`src/rtl/rip_alu_pkg.sv`:
```
package rip_alu_pkg;

   localparam logic [2:0] OPC_MOVB = 3'b000;
   localparam logic [2:0] OPC_AND  = 3'b001;
   localparam logic [2:0] OPC_OR   = 3'b010;
   localparam logic [2:0] OPC_XOR  = 3'b011;
   localparam logic [2:0] OPC_ADD  = 3'b100;

   // two-wire carry: 00 unresolved, 01 resolved low, 10 resolved high
   typedef struct packed {
      logic is_one;
      logic is_zero;
   } dr_bit_t;

   localparam dr_bit_t DR_UNSET = '{is_one: 1'b0, is_zero: 1'b0};

   typedef enum logic [1:0] {
      SEQ_IDLE  = 2'd0,
      SEQ_LOGIC = 2'd1,
      SEQ_ADD   = 2'd2
   } seq_state_e;

   function automatic dr_bit_t dr_encode(input logic v);
      dr_bit_t r;
      r.is_one  = v;
      r.is_zero = ~v;
      return r;
   endfunction

   function automatic logic dr_resolved(input dr_bit_t d);
      return d.is_one | d.is_zero;
   endfunction

endpackage

```
`src/rtl/rip_alu_opmod.sv`:
```
module rip_alu_opmod #(
   parameter int WIDTH = 32
) (
   input  logic [WIDTH-1:0] raw,
   input  logic             force_zero,
   input  logic             invert,
   output logic [WIDTH-1:0] shaped
);
   always_comb begin
      shaped = (force_zero ? '0 : raw) ^ {WIDTH{invert}};
   end
endmodule

```
`src/rtl/rip_alu_logic.sv`:
```
module rip_alu_logic
   import rip_alu_pkg::*;
#(
   parameter int WIDTH = 32
) (
   input  logic [2:0]       opcode,
   input  logic [WIDTH-1:0] a,
   input  logic [WIDTH-1:0] b,
   output logic [WIDTH-1:0] y
);
   always_comb begin
      unique case (opcode)
         OPC_MOVB: y = b;
         OPC_AND:  y = a & b;
         OPC_OR:   y = a | b;
         OPC_XOR:  y = a ^ b;
         default:  y = '0;
      endcase
   end
endmodule

```
`src/rtl/rip_alu_cell.sv`:
```
module rip_alu_cell
   import rip_alu_pkg::*;
(
   input  logic    clk,
   input  logic    rst_n,
   input  logic    load,
   input  logic    a_new,
   input  logic    b_new,
   input  logic    a_cur,
   input  logic    b_cur,
   input  dr_bit_t carry_lo,
   output dr_bit_t carry_hi,
   output logic    sum_bit
);
   always_ff @(posedge clk or negedge rst_n) begin
      if (!rst_n) begin
         carry_hi <= DR_UNSET;
      end else if (load) begin
         // generate or kill resolves at once; propagate waits for the lower carry
         carry_hi <= (a_new == b_new) ? dr_encode(a_new) : DR_UNSET;
      end else if (!dr_resolved(carry_hi) && (a_cur != b_cur) && dr_resolved(carry_lo)) begin
         carry_hi <= carry_lo;
      end
   end

   always_comb begin
      sum_bit = a_cur ^ b_cur ^ carry_lo.is_one;
   end
endmodule

```
`src/rtl/rip_alu_chain.sv`:
```
module rip_alu_chain
   import rip_alu_pkg::*;
#(
   parameter int WIDTH = 32
) (
   input  logic             clk,
   input  logic             rst_n,
   input  logic             load,
   input  logic [WIDTH-1:0] a_in,
   input  logic [WIDTH-1:0] b_in,
   input  logic             cin,
   output logic [WIDTH-1:0] sum,
   output logic             cout,
   output logic [WIDTH-1:0] known_vec,
   output logic             all_known
);
   logic [WIDTH-1:0] a_q;
   logic [WIDTH-1:0] b_q;
   dr_bit_t          carry_q [WIDTH+1];

   always_ff @(posedge clk or negedge rst_n) begin
      if (!rst_n) begin
         a_q        <= '0;
         b_q        <= '0;
         carry_q[0] <= DR_UNSET;
      end else if (load) begin
         a_q        <= a_in;
         b_q        <= b_in;
         carry_q[0] <= dr_encode(cin);
      end
   end

   for (genvar i = 0; i < WIDTH; i++) begin : g_bit
      rip_alu_cell u_cell (
         .clk      (clk),
         .rst_n    (rst_n),
         .load     (load),
         .a_new    (a_in[i]),
         .b_new    (b_in[i]),
         .a_cur    (a_q[i]),
         .b_cur    (b_q[i]),
         .carry_lo (carry_q[i]),
         .carry_hi (carry_q[i+1]),
         .sum_bit  (sum[i])
      );
      assign known_vec[i] = dr_resolved(carry_q[i+1]);
   end

   assign all_known = &known_vec;
   assign cout      = carry_q[WIDTH].is_one;
endmodule

```
`src/rtl/rip_alu_seq.sv`:
```
module rip_alu_seq
   import rip_alu_pkg::*;
(
   input  logic clk,
   input  logic rst_n,
   input  logic start,
   input  logic is_add,
   input  logic all_known,
   output logic load_add,
   output logic load_logic,
   output logic done,
   output logic idle
);
   seq_state_e st_q, st_d;
   logic       accept;

   always_comb begin
      idle       = (st_q == SEQ_IDLE);
      accept     = start && idle;
      load_add   = accept && is_add;
      load_logic = accept && !is_add;
      done       = (st_q == SEQ_LOGIC) || ((st_q == SEQ_ADD) && all_known);
      st_d       = st_q;
      unique case (st_q)
         SEQ_IDLE:  if (accept) st_d = is_add ? SEQ_ADD : SEQ_LOGIC;
         SEQ_LOGIC: st_d = SEQ_IDLE;
         SEQ_ADD:   if (all_known) st_d = SEQ_IDLE;
         default:   st_d = SEQ_IDLE;
      endcase
   end

   always_ff @(posedge clk or negedge rst_n) begin
      if (!rst_n) st_q <= SEQ_IDLE;
      else        st_q <= st_d;
   end
endmodule

```
`src/rtl/rip_alu.sv`:
```
module rip_alu
   import rip_alu_pkg::*;
#(
   parameter int WIDTH = 32
) (
   input  logic             clk,
   input  logic             rst_n,
   input  logic             start,
   input  logic [2:0]       opcode,
   input  logic [WIDTH-1:0] op_a,
   input  logic [WIDTH-1:0] op_b,
   input  logic             inv_a,
   input  logic             inv_b,
   input  logic             zero_a,
   input  logic             zero_b,
   input  logic             carry_in,
   output logic             done,
   output logic [WIDTH-1:0] result,
   output logic             carry_out
);
   if (WIDTH < 2) begin : g_width_check
      $error("rip_alu: WIDTH must be at least 2");
   end

   logic [WIDTH-1:0] a_mod, b_mod, logic_y, logic_q, sum;
   logic [WIDTH-1:0] carry_known;
   logic             cout, all_known, load_add, load_logic, seq_idle;
   logic             mode_add_q;

   rip_alu_opmod #(.WIDTH(WIDTH)) u_mod_a (
      .raw(op_a), .force_zero(zero_a), .invert(inv_a), .shaped(a_mod));
   rip_alu_opmod #(.WIDTH(WIDTH)) u_mod_b (
      .raw(op_b), .force_zero(zero_b), .invert(inv_b), .shaped(b_mod));

   rip_alu_logic #(.WIDTH(WIDTH)) u_logic (
      .opcode(opcode), .a(a_mod), .b(b_mod), .y(logic_y));

   rip_alu_chain #(.WIDTH(WIDTH)) u_chain (
      .clk       (clk),
      .rst_n     (rst_n),
      .load      (load_add),
      .a_in      (a_mod),
      .b_in      (b_mod),
      .cin       (carry_in),
      .sum       (sum),
      .cout      (cout),
      .known_vec (carry_known),
      .all_known (all_known)
   );

   rip_alu_seq u_seq (
      .clk        (clk),
      .rst_n      (rst_n),
      .start      (start),
      .is_add     (opcode == OPC_ADD),
      .all_known  (all_known),
      .load_add   (load_add),
      .load_logic (load_logic),
      .done       (done),
      .idle       (seq_idle)
   );

   always_ff @(posedge clk or negedge rst_n) begin
      if (!rst_n) begin
         logic_q    <= '0;
         mode_add_q <= 1'b0;
      end else if (load_logic) begin
         logic_q    <= logic_y;
         mode_add_q <= 1'b0;
      end else if (load_add) begin
         mode_add_q <= 1'b1;
      end
   end

   assign result    = mode_add_q ? sum : logic_q;
   assign carry_out = mode_add_q & cout;
endmodule

```
`config.mk`:
```
export PLATFORM = sky130hd
export DESIGN_NAME = rip_alu
export DESIGN_NICKNAME = d
export VERILOG_FILES = /design/src/rtl/rip_alu_pkg.sv /design/src/rtl/rip_alu_opmod.sv /design/src/rtl/rip_alu_logic.sv /design/src/rtl/rip_alu_cell.sv /design/src/rtl/rip_alu_chain.sv /design/src/rtl/rip_alu_seq.sv /design/src/rtl/rip_alu.sv
export SDC_FILE = /design/constraint.sdc
export NUM_CORES = 1
export LEC_CHECK = 0
export ABC_AREA = 1
export BUFFER_PORTS_ARGS = -buffer_cell sky130_fd_sc_hd__buf_2
export CAP_MARGIN = 20
export CORE_MARGIN = 1.5
export CORE_UTILIZATION = 35
export DETAILED_ROUTE_END_ITERATION = 6
export GPL_TIMING_DRIVEN = 0
export PLACE_DENSITY = 0.59
export SLEW_MARGIN = 20
export SYNTH_ARGS = -nofsm -noshare
export SYNTH_HDL_FRONTEND = slang
export SYNTH_SLANG_ARGS = --single-unit
```
`constraint.sdc`:
```
create_clock -name clk -period 4.2 [get_ports clk]
set_input_delay 0.21 -clock clk [delete_from_list [all_inputs] [get_ports clk]]
set_output_delay 0.21 -clock clk [all_outputs]
set_load 0.01 [all_outputs]
```
==> impl_summary.md <==
Timing
The minimum hold slack is 0.01387 ns. At the pin with the least slew margin, the transition time is ~0.91 ns. The final clock skew is between 0.01 and 0.015 ns.

The achievable frequency is roughly 340 MHz. In the final timing run, aggregate negative setup slack is 0 ns. Measured against its own limit, the worst slew margin works out to approximately two fifths. The post-route clock period utilization is between 70 and 80%. Setup violations remaining at the end of the flow were counted as 0.

The final hold violation count is 0. Setup repair after global routing left no endpoint under its margin. The number of max-slew violations in the final report came to 0.

The time the worst path needs with I/O delays and setup is just under 3 ns.

Clock tree
After clock tree synthesis, the clock-pin slew on the worst setup and hold paths is 0.07 ns. Clock tree synthesis inserted a total of 17 buffers. The post-CTS setup-driven buffer insertion count is 0. Clock tree synthesis found a total of roughly 170 sinks. TritonCTS built the clock tree. The level count of the clock H-tree is 4. In this run the deepest clock path goes through 2 buffers.

Clock tree synthesis selected as its root buffer the cell sky130_fd_sc_hd__clkbuf_16. The latest clock arrival within the worst-skew pair is roughly 0.44 ns.

Routing
The iteration-0 DRC count of the detailed router is roughly 1200. Dividing the detail-routed wire length by the instance count gives 19.96 µm. The total DRC errors in the routed layout is 0. The total wirelength of the detailed-routed design is about 42 mm. The total vias in the final route is ~11000.

The via count normalized by instance count is approximately 5.3. The count of nets left with antenna violations once routing finished came out at 0. The iteration count of the initial detailed-routing pass is 6.

Power
The sum of internal, switching and leakage power is roughly 3.6 mW. Dividing total power by cell area gives a power density of approximately 290 nW/µm². The worst supply voltage drop on vdd is around 0.00027 V. In this run the static leakage power is between 6 and 7 nW.

Placement
Routability-driven placement finished with a final weighted congestion of roughly 0.96. The quantity of I/O buffers inserted on ports is approximately 110. Detailed placement finished with a half-perimeter wire length of between 30 and 40 mm.

Worst setup path
In this design, the stage delay of the slowest critical-path cell is about 0.75 ns. The capturing point of the worst reg2reg path is logic_q[23]$_DFFE_PN0P_. The type of origin of the critical path is a flip-flop. STA classifies the critical path endpoint as a primary output. The arrival time of the worst setup path is between 2 and 3 ns.

Following the worst setup path forward leads to its endpoint at result[24]. In this run the worst path has a maximum fanout of 10. Traced cell by cell, the critical path runs through clkbuf_1, clkbuf_1, nor2_1, a31oi_1, buf_2.

The cell depth of the worst flop-to-flop path is 6. The reg-to-reg critical path startpoint is u_seq.st_q[1]$_DFFE_PN0P_. Setup slack on the worst reg-to-reg path comes out at between 2 and 2.5 ns. The endpoint required time on the critical path is around 4 ns. Tracing the worst setup path back leads to its startpoint at mode_add_q$_DFFE_PN0P_. The type of the worst setup path is reg2out. On the critical path, the stage with the largest delay is an instance of sky130_fd_sc_hd__clkbuf_1. The most numerous cell type found on the critical path is sky130_fd_sc_hd__clkbuf_1.

Floorplanning
The initial cell density of the core is ~36%. After floorplanning, the core was sized to cover slightly above 30000 µm². The die covers ~32000 µm².

From left edge to right edge, the die measures approximately 180 µm. In this run the count of I/O pins placed on the die edge is between 100 and 150. Row generation in the floorplan step produced 64 rows. The height of the die is approximately 180 µm.

GRT
Across every metal layer, demand over resource in global routing totals a little over a quarter. The initial antenna violation count is 0. The via count of the first global-routing pass came to between 10000 and 15000.

The overflow left after global routing is 0. The wire length of the first global-routing pass is roughly 63 mm. Global routing used approximately 36% of the available met1 tracks. The layer flagged by global routing as most heavily used is met2.

The routing usage on met2 is a little over two fifths. For this run, global-route usage on met3 was measured as 4.517%. The largest net degree at the start of global routing is 85.

Final layout
The post-synthesis to final-layout area growth is 15.25%. The proportion of layout cells with a drive suffix above 1 is between 10% and 20%. The number of antenna diodes in the final layout is 0. The post-layout net count is 1826.

Run status
The flow ran to the end, and the final reports show no timing, DRC or antenna violations.

Logic synthesis
The dominant cell type by area after synthesis is sky130_fd_sc_hd__dfrtp_1. The area fraction of the dominant cell type after synthesis is between 30% and 40%. After synthesis the netlist holds a flip-flop and latch count of between 150 and 200. The yosys synthesis warning count is 0. The number of nets in the synthesized netlist is between 1500 and 2000. The synthesized cell area is 10860 µm². The netlist uses 33 different library cells.

The mean instance size in the synthesized netlist is ~6.8 µm². Sorting the synthesized cells by area gives the leading types as sky130_fd_sc_hd__dfrtp_1 38%, sky130_fd_sc_hd__nand2_1 24%, sky130_fd_sc_hd__o21ai_0 6.0%, sky130_fd_sc_hd__nand3_1 5.4%, sky130_fd_sc_hd__inv_1 4.8%. The portion of the post-synthesis area used by sequential elements is a little under two fifths. The synthesized netlist cell count is between 1500 and 2000.

Worst hold path
In this run the most critical hold path is launched from carry_in. In this run the worst hold path is classified as in2reg.

Flow run
The max-cap violation count is 0.
worst max-delay path, delay by kind of cell (launching register included):
kind	cells	cell delay [ns]
flip-flops	1	0.32
AO/OA/AOI/OAI	1	0.33
AND/OR/NAND/NOR	1	0.14
buffers and inverters	3	1.48
per-stage QoR:
stage | utilization (%) | setup slack [ns] | cell area, µm² | cells
CTS | 40.93 | 1.315 | 12520 | 2128
global placement | 38.87 | 0.1073 | 11890 | 2095
global route | 40.93 | 1.198 | 12520 | 2128
finish | 40.93 | 1.257 | 12520 | 2128
detailed placement | 38.99 | 1.788 | 11930 | 2096
floorplan | - | 2.649 | 10860 | 1593
worst min-delay path by stage:
stage | to | slack (ns) | cells after the start
final | u_chain.carry_q[65]$_DFFE_PN0P_ | 0.01 | 3
after global routing | u_chain.carry_q[65]$_DFFE_PN0P_ | 0.04 | 3
after CTS | u_chain.carry_q[65]$_DFFE_PN0P_ | 0.01 | 3
after detailed placement | u_chain.b_q[0]$_DFFE_PN0P_ | 0.26 | 1
after global placement | u_chain.carry_q[65]$_DFFE_PN0P_ | 0.46 | 3
after floorplan | logic_q[0]$_DFFE_PN0P_ | -0.09 | 0
layer usage:
metal / routed length (µm) / vias up
met2: 19150 / 549
met1: 17740 / 5319
met4: 1688 / 0
met5: 0 / -
li1: - / 5279
met3: 3908 / 105
registers in the layout, summed over array words and instances, names as in the netlist:
name	cells
u_chain.a_q	32
u_chain.carry_q	2
logic_q	32
u_seq.st_q	2
mode_add_q	1
u_chain.g_bit.u_cell.carry_hi	64
u_chain.b_q	32
power breakdown:
group          switching [mW]  internal [mW]
sequential                  0           1.59
clock                   0.704          0.910
combinational           0.302          0.126
timing repair:
| action | in CTS | in global routing |
|---|---|---|
| gates resized for setup | 0 | 0 |
| endpoints found under the hold margin | 81 | 0 |
| hold buffers | 1 | 0 |
Yosys cell counts:
cell,number
sky130_fd_sc_hd__inv_1,138
sky130_fd_sc_hd__ha_1,31
sky130_fd_sc_hd__a21oi_1,20
sky130_fd_sc_hd__xor2_1,57
sky130_fd_sc_hd__o211ai_1,9
sky130_fd_sc_hd__nand2_2,2
sky130_fd_sc_hd__clkbuf_2,1
sky130_fd_sc_hd__and2_1,3
sky130_fd_sc_hd__nand2_1,690
sky130_fd_sc_hd__o221ai_1,1
sky130_fd_sc_hd__nor2_4,3
sky130_fd_sc_hd__dfrtp_1,165
sky130_fd_sc_hd__buf_6,6
sky130_fd_sc_hd__a21boi_0,13
sky130_fd_sc_hd__nor3_1,3
sky130_fd_sc_hd__inv_4,1
sky130_fd_sc_hd__clkbuf_1,16
sky130_fd_sc_hd__a21boi_1,3
sky130_fd_sc_hd__or2_2,9
sky130_fd_sc_hd__nor3b_1,1
sky130_fd_sc_hd__xnor2_1,15
sky130_fd_sc_hd__nand3b_1,1
sky130_fd_sc_hd__nand3_1,118
sky130_fd_sc_hd__a31oi_1,12
sky130_fd_sc_hd__nor2_1,48
sky130_fd_sc_hd__buf_4,9
sky130_fd_sc_hd__inv_2,4
sky130_fd_sc_hd__o21ai_1,22
sky130_fd_sc_hd__o21a_1,4
sky130_fd_sc_hd__buf_2,47
sky130_fd_sc_hd__nor2_2,2
sky130_fd_sc_hd__o21ai_0,131
sky130_fd_sc_hd__nand4_1,8
cell families after synthesis:
group                      Yosys count  synth area share, %
and+or+nand+nor                    888                32.90
adders and majority gates           31                3.570
AOI/OAI and AO/OA                  215                10.75
xor gates and xnor gates            72                5.804
buffers and inverters              222                8.972
DFF                                165                38.01
cell type report:
class,count,area [µm²]
clock inverters,10,122.6
fillers,3292,18070
well taps,396,495.5
clock buffers,21,460.4
inverters,143,539.3
repair buffers,108,578.1
flip-flops and latches,165,4129
plain buffers,79,435.4
multi-input cells,1206,5761
cell usage in the layout, fill, tap and decap left out, types with 13 or more instances in the layout:
cell type,Yosys,final
sky130_fd_sc_hd__clkbuf_1,16,18
sky130_fd_sc_hd__a21oi_1,20,20
sky130_fd_sc_hd__inv_1,138,138
sky130_fd_sc_hd__clkbuf_16,0,17
sky130_fd_sc_hd__nor2_1,48,48
sky130_fd_sc_hd__buf_2,47,152
sky130_fd_sc_hd__nand3_1,118,118
sky130_fd_sc_hd__xor2_1,57,57
sky130_fd_sc_hd__ha_1,31,31
sky130_fd_sc_hd__xnor2_1,15,15
sky130_fd_sc_hd__o21ai_1,22,22
sky130_fd_sc_hd__dfrtp_1,165,165
sky130_fd_sc_hd__nand2_1,690,690
sky130_fd_sc_hd__o21ai_0,131,131
sky130_fd_sc_hd__a21boi_0,13,13
Note: power is estimated with default switching activity, not from simulation.
